[src/rtl/irq_svc_pkg.sv]
package irq_svc_pkg;

   // classification of one register-port write
   typedef enum logic [1:0] {
      WR_IDLE    = 2'd0,
      WR_PRIO    = 2'd1,
      WR_EOI_OK  = 2'd2,
      WR_EOI_BAD = 2'd3
   } wr_kind_e;

endpackage

[src/rtl/irq_top_find.sv]
module irq_top_find #(
   parameter int N         = 256,
   parameter bit TWO_LEVEL = 1'b1,
   parameter int GROUP     = 16,
   localparam int IW       = $clog2(N)
) (
   input  logic [N-1:0]  vec,
   output logic          found,
   output logic [IW-1:0] idx
);

   if (N != (1 << IW)) begin : g_chk_pow2
      $error("irq_top_find: N must be a power of two");
   end

   if (TWO_LEVEL) begin : g_two_level
      localparam int NG  = N / GROUP;
      localparam int GW  = $clog2(GROUP);
      localparam int GIW = $clog2(NG);

      if ((GROUP < 2) || (NG < 2) || ((NG * GROUP) != N) || (GROUP != (1 << GW))) begin : g_chk_grp
         $error("irq_top_find: GROUP must be a power of two that splits N into two or more groups");
      end

      logic [NG-1:0]         grp_any;
      logic [NG-1:0][GW-1:0] grp_idx;
      logic [GIW-1:0]        sel;

      for (genvar g = 0; g < NG; g++) begin : g_grp
         logic [GW-1:0] loc;
         always_comb begin
            loc = '0;
            for (int b = 0; b < GROUP; b++) begin
               if (vec[g*GROUP + b]) loc = GW'(b);
            end
         end
         assign grp_idx[g] = loc;
         assign grp_any[g] = |vec[g*GROUP +: GROUP];
      end

      always_comb begin
         sel = '0;
         for (int g = 0; g < NG; g++) begin
            if (grp_any[g]) sel = GIW'(g);
         end
      end

      assign found = |grp_any;
      assign idx   = {sel, grp_idx[sel]};
   end else begin : g_linear
      always_comb begin
         found = 1'b0;
         idx   = '0;
         for (int i = 0; i < N; i++) begin
            if (vec[i]) begin
               found = 1'b1;
               idx   = IW'(i);
            end
         end
      end
   end

endmodule

[src/rtl/irq_wr_decode.sv]
module irq_wr_decode
   import irq_svc_pkg::*;
#(
   parameter int              ADDR_W  = 12,
   parameter int              DATA_W  = 32,
   parameter logic [ADDR_W-1:0] EOI_OFF = 12'h0B0,
   parameter logic [ADDR_W-1:0] TPR_OFF = 12'h080
) (
   input  logic              wr_en,
   input  logic [ADDR_W-1:0] wr_addr,
   input  logic [DATA_W-1:0] wr_data,
   input  logic              ext_mode,
   output wr_kind_e          kind
);

   if (EOI_OFF == TPR_OFF) begin : g_chk_off
      $error("irq_wr_decode: the two register offsets must differ");
   end

   logic data_zero;
   assign data_zero = (wr_data == '0);

   always_comb begin
      kind = WR_IDLE;
      if (wr_en) begin
         if (wr_addr == TPR_OFF) begin
            kind = WR_PRIO;
         end else if (wr_addr == EOI_OFF) begin
            kind = (ext_mode && !data_zero) ? WR_EOI_BAD : WR_EOI_OK;
         end
      end
   end

endmodule

[src/rtl/irq_vec_state.sv]
module irq_vec_state #(
   parameter int N     = 256,
   localparam int VW   = $clog2(N)
) (
   input  logic          clk,
   input  logic          rst_n,
   input  logic          set_go,
   input  logic [VW-1:0] set_vec,
   input  logic          set_level,
   input  logic          ack_go,
   input  logic [VW-1:0] ack_vec,
   input  logic          ret_go,
   input  logic [VW-1:0] ret_vec,
   output logic [N-1:0]  pend,
   output logic [N-1:0]  insvc,
   output logic [N-1:0]  trig
);

   logic [N-1:0] set_hot, ack_hot, ret_hot;

   for (genvar v = 0; v < N; v++) begin : g_hot
      assign set_hot[v] = set_go && (set_vec == VW'(v));
      assign ack_hot[v] = ack_go && (ack_vec == VW'(v));
      assign ret_hot[v] = ret_go && (ret_vec == VW'(v));
   end

   always_ff @(posedge clk or negedge rst_n) begin
      if (!rst_n) begin
         pend  <= '0;
         insvc <= '0;
         trig  <= '0;
      end else begin
         pend  <= (pend & ~ack_hot) | set_hot;
         insvc <= (insvc | ack_hot) & ~ret_hot;
         trig  <= (trig & ~set_hot) | (set_hot & {N{set_level}});
      end
   end

endmodule

[src/rtl/irq_svc_tracker.sv]
module irq_svc_tracker
   import irq_svc_pkg::*;
#(
   parameter int              NUM_VEC   = 256,
   parameter int              CLS_W     = 4,
   parameter int              ADDR_W    = 12,
   parameter int              DATA_W    = 32,
   parameter logic [ADDR_W-1:0] EOI_OFF = 12'h0B0,
   parameter logic [ADDR_W-1:0] TPR_OFF = 12'h080,
   parameter bit              TWO_LEVEL = 1'b1,
   parameter int              GROUP     = 16,
   localparam int             VEC_W     = $clog2(NUM_VEC)
) (
   input  logic              clk,
   input  logic              rst_n,
   input  logic              req_valid,
   input  logic [VEC_W-1:0]  req_vector,
   input  logic              req_level,
   input  logic              req_special,
   output logic              int_valid,
   output logic [VEC_W-1:0]  int_vector,
   input  logic              int_ack,
   input  logic              wr_en,
   input  logic [ADDR_W-1:0] wr_addr,
   input  logic [DATA_W-1:0] wr_data,
   input  logic              ext_mode,
   output logic              eoi_bcast_valid,
   output logic [VEC_W-1:0]  eoi_bcast_vec,
   output logic              eoi_fault
);

   if ((VEC_W <= CLS_W) || (DATA_W < VEC_W)) begin : g_chk_widths
      $error("irq_svc_tracker: class field must be narrower than the vector and fit the data word");
   end

   wr_kind_e             kind;
   logic [NUM_VEC-1:0]   pend, insvc, trig;
   logic                 pend_found, isr_found;
   logic [VEC_W-1:0]     pend_top, isr_top;
   logic [CLS_W-1:0]     tpr_cls;
   logic [CLS_W-1:0]     pend_cls, isr_cls;
   logic                 ack_go, ret_go;

   irq_wr_decode #(
      .ADDR_W (ADDR_W),
      .DATA_W (DATA_W),
      .EOI_OFF(EOI_OFF),
      .TPR_OFF(TPR_OFF)
   ) u_dec (
      .wr_en   (wr_en),
      .wr_addr (wr_addr),
      .wr_data (wr_data),
      .ext_mode(ext_mode),
      .kind    (kind)
   );

   irq_top_find #(.N(NUM_VEC), .TWO_LEVEL(TWO_LEVEL), .GROUP(GROUP)) u_find_pend (
      .vec  (pend),
      .found(pend_found),
      .idx  (pend_top)
   );

   irq_top_find #(.N(NUM_VEC), .TWO_LEVEL(TWO_LEVEL), .GROUP(GROUP)) u_find_isr (
      .vec  (insvc),
      .found(isr_found),
      .idx  (isr_top)
   );

   assign pend_cls   = pend_top[VEC_W-1 -: CLS_W];
   assign isr_cls    = isr_found ? isr_top[VEC_W-1 -: CLS_W] : '0;
   assign int_valid  = pend_found && (pend_cls > tpr_cls) && (pend_cls > isr_cls);
   assign int_vector = pend_top;
   assign ack_go     = int_ack && int_valid;
   assign ret_go     = (kind == WR_EOI_OK) && isr_found;

   irq_vec_state #(.N(NUM_VEC)) u_state (
      .clk      (clk),
      .rst_n    (rst_n),
      .set_go   (req_valid && !req_special),
      .set_vec  (req_vector),
      .set_level(req_level),
      .ack_go   (ack_go),
      .ack_vec  (pend_top),
      .ret_go   (ret_go),
      .ret_vec  (isr_top),
      .pend     (pend),
      .insvc    (insvc),
      .trig     (trig)
   );

   always_ff @(posedge clk or negedge rst_n) begin
      if (!rst_n) begin
         tpr_cls         <= '0;
         eoi_bcast_valid <= 1'b0;
         eoi_bcast_vec   <= '0;
         eoi_fault       <= 1'b0;
      end else begin
         if (kind == WR_PRIO) tpr_cls <= wr_data[VEC_W-1 -: CLS_W];
         eoi_bcast_valid <= ret_go && trig[isr_top];
         if (ret_go) eoi_bcast_vec <= isr_top;
         eoi_fault       <= (kind == WR_EOI_BAD);
      end
   end

endmodule

[config.mk]
export PLATFORM = sky130hd
export DESIGN_NAME = irq_svc_tracker
export DESIGN_NICKNAME = d
export VERILOG_FILES = /design/src/rtl/irq_svc_pkg.sv /design/src/rtl/irq_top_find.sv /design/src/rtl/irq_wr_decode.sv /design/src/rtl/irq_vec_state.sv /design/src/rtl/irq_svc_tracker.sv
export SDC_FILE = /design/constraint.sdc
export NUM_CORES = 2
export LEC_CHECK = 0
export BUFFER_PORTS_ARGS = -buffer_cell sky130_fd_sc_hd__buf_2
export CORE_ASPECT_RATIO = 1.1
export CORE_UTILIZATION = 60
export DETAILED_ROUTE_END_ITERATION = 8
export PLACE_DENSITY = 0.77
export SLEW_MARGIN = 25
export SYNTH_ARGS = -nofsm -noshare
export SYNTH_HDL_FRONTEND = slang
export SYNTH_SLANG_ARGS = --single-unit
[constraint.sdc]
create_clock -name clk -period 5.7 [get_ports clk]
set_input_delay 0.57 -clock clk [delete_from_list [all_inputs] [get_ports clk]]
set_output_delay 0.57 -clock clk [all_outputs]
set_load 0.01 [all_outputs]
# Word-level counts from Yosys, hierarchy flattened
# Index checks and enable logic that the tools add are counted.
[classes]
bitwise_logic = 10
order_cmp = 5
n_reduce_logical = 813
n_eq_ne = 770
mux = 521
[ops]
columns = ["cell", "count"]
rows = [
  ["$eq 8x8->1 const B", 384],
  ["$eq 8x7->1 const B", 192],
  ["$mux 4", 275],
  ["$and 256x256->256", 4],
  ["$logic_and 1x1->1", 775],
  ["$eq 8x6->1 const B", 96],
  ["$not 256->256", 3],
  ["$or 256x256->256", 3],
  ["$reduce_or 256->1", 2],
  ["$reduce_or 16->1", 30],
  ["$mux 3", 136],
  ["$eq 8x5->1 const B", 48],
  ["$eq 8x4->1 const B", 24],
  ["$mux 2", 71],
  ["$eq 8x3->1 const B", 12],
  ["$eq 8x2->1 const B", 6],
  ["$mux 1", 36],
  ["$bmux 4 s4", 2],
  ["$logic_not 32->1", 1],
  ["$eq 12x8->1 const B", 2],
  ["$eq 8x1->1 const B", 3],
  ["$logic_not 8->1", 3],
  ["$lt 4x5->1 const B", 2],
  ["$lt 8x9->1 const B", 1],
  ["5 further kinds", 8],
]
[word_totals]
output_inout_bits = 19
reg_bits = 782
word_cells = 2126
inputBits = 60

# Depth between registers and ports, before layout
[logic_depth]
depth_word = 24
depth_mapped = 24
depth_no_buf = 22

# Cells and area by module
# Synthesis repeated with hierarchy kept, for this count alone.
[unflattened]
hier_cells = 4115
hier_area_um2 = 41523.6
[modules_own_cells]
columns = ["module", "area_per_inst_um2", "seq_area_each_um2", "cells_each", "instances"]
rows = [
  ["irq_vec_state", 32432.4, 19218.4, 2815, 1],
  ["irq_top_find", 2959.1, 0.0, 506, 2],
  ["irq_svc_tracker", 3051.7, 350.3, 268, 1],
  ["irq_wr_decode", 121.4, 0.0, 20, 1],
]

# Worst setup path after synthesis
# Ideal clock, no wire load.
[synth_timing]
kind = "register to register"
startpoint = "register u_state.pend[148]"
endpoint = "register u_state.pend[172]"
required_ns = 5.579
arrival_ns = 4.607
period_less_slack_ns = 4.728
stages_incl_launch_ff = 21
n_path_buf = 3
path_slack_ns = 0.972
setup_time_ns = 0.121
cell_sequence = "dfrtp_1 -> or4_1 -> or3_1 -> nor2_1 -> a21boi_0 -> o31ai_1 -> clkbuf_1 -> buf_2 -> ha_1 -> nor2b_1 -> o21a_1 -> o21ai_0 -> nand2b_1 -> o2111ai_1 -> a31oi_1 -> and2_1 -> nand2_1 -> nor2_1 -> clkbuf_1 -> nand3_1 -> a22o_1"
[synth_via]
word_cells_on_any_way = 33
cone_classes = "order compare (2); eq/ne (1); mux (21); bitwise (3); reduce/logical (6)"
[synth_lines]
columns = ["element", "line", "rtl"]
rows = [
  ["from (decl)", "irq_vec_state.sv:14", "output logic [N-1:0] pend,"],
  ["from (signal assigned)", "irq_vec_state.sv:33", "pend <= (pend & ~ack_hot) | set_hot;"],
  ["$reduce_or 16->1 (*)", "irq_top_find.sv:38", "assign grp_any[g] = |vec[g*GROUP +: GROUP];"],
  ["$mux 4 (*) (7 in series)", "irq_top_find.sv:44", "if (grp_any[g]) sel = GIW'(g);"],
  ["via int_vector[5]", "irq_svc_tracker.sv:21", "output logic [VEC_W-1:0] int_vector,"],
  ["$gt 4x4->1", "irq_svc_tracker.sv:71", "assign int_valid = pend_found && (pend_cls > tpr_cls) && (pend_cls > isr_cls);"],
  ["$logic_and 1x1->1", "irq_svc_tracker.sv:71", ""],
  ["$logic_and 1x1->1 (*)", "irq_svc_tracker.sv:71", ""],
  ["via int_valid", "irq_svc_tracker.sv:20", "output logic int_valid,"],
  ["$logic_and 1x1->1 (*)", "irq_svc_tracker.sv:73", "assign ack_go = int_ack && int_valid;"],
  ["$logic_and 1x1->1 (*)", "irq_vec_state.sv:23", "assign ack_hot[v] = ack_go && (ack_vec == VW'(v));"],
  ["$not 256->256 (*)", "irq_vec_state.sv:33", ""],
  ["$and 256x256->256 (*)", "irq_vec_state.sv:33", ""],
  ["$or 256x256->256 (*)", "irq_vec_state.sv:33", ""],
]
# Mark *: on every way through the listed nets, which the timed path passes. The rest lies on a longest branch. The select of a mux whose other input is x is not followed.
# A chain may end at the register's enable or synchronous reset.

# Worst setup path after layout
[layout_timing]
startpoint = "register u_state.insvc[253]"
endpoint = "register eoi_bcast_valid"
[layout_via]
elab_chain_len = 8
word_cells_on_any_way = 12
cone_classes = "mux (8); reduce/logical (4)"
[layout_lines]
columns = ["element", "line", "rtl"]
rows = [
  ["from (decl)", "irq_vec_state.sv:15", "output logic [N-1:0] insvc,"],
  ["from (signal assigned)", "irq_vec_state.sv:34", "insvc <= (insvc | ack_hot) & ~ret_hot;"],
  ["$mux 4 (3 in series)", "irq_top_find.sv:34", "if (vec[g*GROUP + b]) loc = GW'(b);"],
  ["$bmux 4 s4", "irq_top_find.sv:49", "assign idx = {sel, grp_idx[sel]};"],
  ["$mux 4 (implied by the code)", "irq_top_find.sv:49", ""],
  ["$bmux 1 s8", "irq_svc_tracker.sv:99", "eoi_bcast_valid <= ret_go && trig[isr_top];"],
  ["$mux 1 (implied by the code)", "irq_svc_tracker.sv:99", ""],
  ["$logic_and 1x1->1 (*)", "irq_svc_tracker.sv:99", ""],
  ["to (signal assigned)", "irq_svc_tracker.sv:99", ""],
  ["to (decl)", "irq_svc_tracker.sv:27", "output logic eoi_bcast_valid,"],
]
# Mark *: on every way between the ends. The rest lies on a longest branch, timed or not. The select of a mux whose other input is x is not followed.

==> flow_results.xml <==
<?xml version="1.0" encoding="UTF-8"?>
<metrics>
  <group name="outcome">
    <metric name="outcome" unit="">completed</metric>
  </group>
  <group name="timing">
    <metric name="tns" unit="ns">0</metric>
    <metric name="maximum_clock_rate" unit="MHz">179.7</metric>
    <metric name="hold_viol" unit="">0</metric>
    <metric name="timing.clock.skew" unit="ns">0.03465</metric>
    <metric name="fin_worst_setup_slack" unit="ns">0.1358</metric>
    <metric name="timing.slew.headroom" unit="%">20.76</metric>
    <metric name="rsz_0062_raised_after_global_routing" unit="">true</metric>
    <metric name="setup_viol" unit="">0</metric>
    <metric name="finalWorstPathRequiredPeriod" unit="ns">5.564</metric>
    <metric name="finalCritPeriodShare" unit="%">97.62</metric>
    <metric name="slew_viol_final" unit="">0</metric>
    <metric name="worst-slew-pin-transition" unit="ns">1.186</metric>
  </group>
  <group name="worst_setup_path">
    <metric name="r2r_start" unit="">u_state.insvc[253]</metric>
    <metric name="critical_path_required" unit="ns">6.27</metric>
    <metric name="critical_path_class" unit="">register to register</metric>
    <metric name="max_stage_delay" unit="ns">0.55</metric>
    <metric name="critical_path_arrival" unit="ns">6.13</metric>
    <metric name="r2r_cells" unit="">21</metric>
    <metric name="worst-path-max-fanout" unit="">20</metric>
    <metric name="crit_path_end_kind" unit="">register</metric>
    <metric name="cp_common_cell" unit="">sky130_fd_sc_hd__buf_4</metric>
    <metric name="crit_path_cell_trace" unit="">nor4_1, nand4_1, buf_4, nor2_1, buf_4, nand2_4, buf_4, or3_1, o211ai_1, o32ai_4, buf_12, buf_12, buf_4, mux2i_1, o21ai_0, o22ai_1, nor3_2, buf_4, o31ai_1, or4_1, nor4_2</metric>
    <metric name="reg2reg_setup_slack" unit="ns">0.14</metric>
    <metric name="reg2reg_to" unit="">eoi_bcast_valid</metric>
    <metric name="cp-start-kind" unit="">register</metric>
    <metric name="critPathSlowestCell" unit="">sky130_fd_sc_hd__or4_1</metric>
  </group>
  <group name="detailed_routing">
    <metric name="routed_wire_length_per_instance" unit="um">28.10</metric>
    <metric name="route.detailed.vias_per_inst" unit="">6.910</metric>
    <metric name="route.antenna.remaining_nets" unit="">0</metric>
    <metric name="drt_iter0_drc" unit="">5275</metric>
    <metric name="vias" unit="">37120</metric>
    <metric name="drc" unit="">0</metric>
    <metric name="detail_route.wirelength" unit="um">151000</metric>
    <metric name="drt-pass1-iter-count" unit="">7</metric>
  </group>
  <group name="final_layout">
    <metric name="final_layout_size_suffix_gt1_share" unit="%">19.26</metric>
    <metric name="fillcell_total" unit="">4968</metric>
    <metric name="layoutNonFillerInstCount" unit="">5372</metric>
    <metric name="fin_nets" unit="">4520</metric>
    <metric name="synthToLayoutAreaGrowth" unit="%">15.08</metric>
    <metric name="post-route-util" unit="%">70.04</metric>
  </group>
  <group name="global_route">
    <metric name="antenna_found_initial" unit="">1</metric>
    <metric name="total_grt_usage" unit="%">43.81</metric>
    <metric name="global_route_wire_length_before_repair" unit="um">225000</metric>
    <metric name="grt_start_max_net_pins" unit="">178</metric>
    <metric name="grt_overflow" unit="">0</metric>
    <metric name="via_count_of_the_first_global_routing_pass" unit="">36590</metric>
  </group>
  <group name="die">
    <metric name="fp.dieH" unit="um">274.7</metric>
    <metric name="initial_utilization" unit="%">60.86</metric>
    <metric name="die-area" unit="mm2">0.06864</metric>
    <metric name="design.core.area" unit="mm2">0.06664</metric>
    <metric name="die_width" unit="um">249.9</metric>
    <metric name="core.rowCount" unit="">99</metric>
    <metric name="boundaryPins" unit="">79</metric>
  </group>
  <group name="synthesis">
    <metric name="ys_types" unit="">82</metric>
    <metric name="syn_inst" unit="">4286</metric>
    <metric name="synth_area_leaders" unit="">sky130_fd_sc_hd__dfrtp_1 48%, sky130_fd_sc_hd__mux2_2 8.3%, sky130_fd_sc_hd__a22o_1 4.9%</metric>
    <metric name="synth-async-reset-ratio" unit="%">100.0</metric>
    <metric name="mappedNetlistArea" unit="mm2">0.04056</metric>
    <metric name="synth-seq-area-share" unit="%">48.25</metric>
    <metric name="ys.warnings.count" unit="">0</metric>
    <metric name="synth.avg_cell_area" unit="um2">9.463</metric>
    <metric name="synth_seq_cells" unit="">782</metric>
    <metric name="synth-edff-count" unit="">0</metric>
    <metric name="post-synth-top-area-fraction" unit="%">48.25</metric>
    <metric name="yosys.area.top_type" unit="">sky130_fd_sc_hd__dfrtp_1</metric>
    <metric name="postSynth.topFlopCell" unit="">sky130_fd_sc_hd__dfrtp_1</metric>
    <metric name="post_syn_nets" unit="">4354</metric>
  </group>
  <group name="placement">
    <metric name="port_buffers" unit="">78</metric>
    <metric name="pre_cts_ws" unit="ns">-0.1255</metric>
    <metric name="hpwlAfterDp" unit="um">103400</metric>
    <metric name="place.gp.congestion" unit="">1.071</metric>
    <metric name="total_instance_count_after_detailed_placement" unit="">5218</metric>
  </group>
  <group name="cts">
    <metric name="tritoncts" unit="">yes</metric>
    <metric name="cts_max_path_buffers" unit="">3</metric>
    <metric name="clkSinkCount" unit="">782</metric>
    <metric name="cts.root.buffer_cell" unit="">sky130_fd_sc_hd__clkbuf_16</metric>
    <metric name="cts_buffers" unit="">82</metric>
    <metric name="cts.htree.levels" unit="">3</metric>
    <metric name="clock_insertion_delay_worst_skew" unit="ns">0.67</metric>
    <metric name="cts.reportedPaths.clkPinSlew" unit="ns">0.06</metric>
  </group>
  <group name="pwr">
    <metric name="total_power_density_per_cell_area" unit="mW/mm2">276.3</metric>
    <metric name="static-leakage-power" unit="nW">21.02</metric>
    <metric name="vdd_ir_drop_max" unit="V">0.0002828</metric>
  </group>
  <group name="flow_run">
    <metric name="max-cap-violations" unit="">0</metric>
  </group>
  <group name="hold_path">
    <metric name="hold_path_depth" unit="">2</metric>
    <metric name="min-delay-start" unit="">wr_data[5]</metric>
    <metric name="worstHoldPathType" unit="">input port to register</metric>
    <metric name="hold_path_end" unit="">tpr_cls[1]</metric>
  </group>
</metrics>
## per-stage QoR
step | hold WS [ns] | power (mW) | area [um2]
after floorplan | 0.2744 | 6.517 | 40560
after global placement | 0.4612 | 7.186 | 43580
after detailed placement | 0.4859 | 7.200 | 43670
after CTS | 0.1590 | 12.84 | 46560
after global routing | 0.1595 | 13.19 | 46670
final | 0.1620 | 12.90 | 46670
## cells by family after synthesis
group / Yosys count / synth area share, %
flops: 782 / 48.25
simple gates: 1499 / 17.59
mux: 420 / 11.29
buf+inv: 587 / 5.917
compound gates: 990 / 16.70
fa+ha+maj: 8 / 0.2468
## synthesized netlist by cell type (33+ instances only)
library cell	n
sky130_fd_sc_hd__a22o_1	228
sky130_fd_sc_hd__nand3_1	268
sky130_fd_sc_hd__o21ai_0	80
sky130_fd_sc_hd__dfrtp_1	782
sky130_fd_sc_hd__o21bai_1	47
sky130_fd_sc_hd__buf_2	42
sky130_fd_sc_hd__nor2_1	420
sky130_fd_sc_hd__mux2_2	299
sky130_fd_sc_hd__nand4_1	37
sky130_fd_sc_hd__nor4_1	118
sky130_fd_sc_hd__nor3_1	150
sky130_fd_sc_hd__a21oi_1	351
sky130_fd_sc_hd__nand2b_1	33
sky130_fd_sc_hd__nand2_1	356
sky130_fd_sc_hd__clkbuf_1	190
sky130_fd_sc_hd__inv_1	318
sky130_fd_sc_hd__mux2i_1	120
sky130_fd_sc_hd__o22ai_1	34
## metal layers
layer | vias to the layer above | GRT usage [%] | part of all wire (%)
met4 | 0 | 29.92 | 7.6
met3 | 723 | 10.27 | 11
met1 | 18050 | 55.09 | 37
met2 | 2554 | 67.72 | 44
li1 | 15790 | - | -
met5 | - | 0 | 0
## worst max path at each step
stage,end,depth (start not counted),from,slack (ns)
after detailed placement,u_state.pend[216],15,u_state.pend[137],-0.13
final,eoi_bcast_valid,21,u_state.insvc[253],0.14
after global routing,eoi_bcast_valid,16,u_state.insvc[232],-0.006
after global placement,u_state.pend[216],15,u_state.pend[140],-0.07
after CTS,eoi_bcast_valid,18,u_state.insvc[231],0.06
after floorplan,u_state.pend[172],20,u_state.pend[148],0.97
## final cells by class
cell class	count	area, um2	share of cell area [%]
Clock inverter	26	432.9	0.9275
Timing Repair Buffer	347	3009	6.447
Tap cell	858	1074	2.300
Clock buffer	118	2411	5.166
Multi-Input combinational cell	2917	18960	40.62
Sequential cell	782	19570	41.93
Inverter	322	1214	2.600
Antenna cell	2	5.005	0.01072
## what timing repair did
item                                    4_1_cts  5_1_grt
setup buffers                                 3        3
gates cloned                                  0        0
hold endpoints to repair                     73        0
endpoints found under the setup margin       13       34
pin swaps                                     2        2
hold buffers                                  1        0
gates resized for setup                       3       10
## critical path: cells and delay by family, from the launching register on
family	cells	cell delay [ns]
mux	1	0.11
flops	1	0.43
compound gates	5	0.84
buf+inv	7	1.47
simple gates	8	2.58
## power by group
| group | internal, mW | switching (mW) |
|---|---|---|
| combinational | 0.455 | 0.916 |
| clock | 3.40 | 2.33 |
| sequential | 5.68 | 0.120 |
## cells in the final DEF, fill, tap and decap left out, types with 19 or more instances in the layout
| master | instances |
|---|---|
| sky130_fd_sc_hd__mux2i_1 | 120 |
| sky130_fd_sc_hd__a311oi_1 | 19 |
| sky130_fd_sc_hd__buf_2 | 76 |
| sky130_fd_sc_hd__nand2_1 | 355 |
| sky130_fd_sc_hd__clkbuf_16 | 85 |
| sky130_fd_sc_hd__nand2b_1 | 31 |
| sky130_fd_sc_hd__a22o_1 | 228 |
| sky130_fd_sc_hd__o21bai_1 | 47 |
| sky130_fd_sc_hd__o21ai_0 | 80 |
| sky130_fd_sc_hd__a211oi_1 | 22 |
| sky130_fd_sc_hd__nor2_4 | 23 |
| sky130_fd_sc_hd__dfrtp_1 | 782 |
| sky130_fd_sc_hd__inv_1 | 318 |
| sky130_fd_sc_hd__a21oi_1 | 351 |
| sky130_fd_sc_hd__o22ai_1 | 34 |
| sky130_fd_sc_hd__nor3_1 | 143 |
| sky130_fd_sc_hd__o311ai_0 | 26 |
| sky130_fd_sc_hd__nand4_1 | 37 |
| sky130_fd_sc_hd__a31oi_1 | 30 |
| sky130_fd_sc_hd__nand3_1 | 267 |
| sky130_fd_sc_hd__nor4_1 | 109 |
| sky130_fd_sc_hd__or3_1 | 27 |
| sky130_fd_sc_hd__o211ai_1 | 23 |
| sky130_fd_sc_hd__mux2_2 | 299 |
| sky130_fd_sc_hd__nor2_1 | 393 |
| sky130_fd_sc_hd__buf_12 | 40 |
| sky130_fd_sc_hd__buf_4 | 224 |
Note: power is estimated with default switching activity, not from simulation.
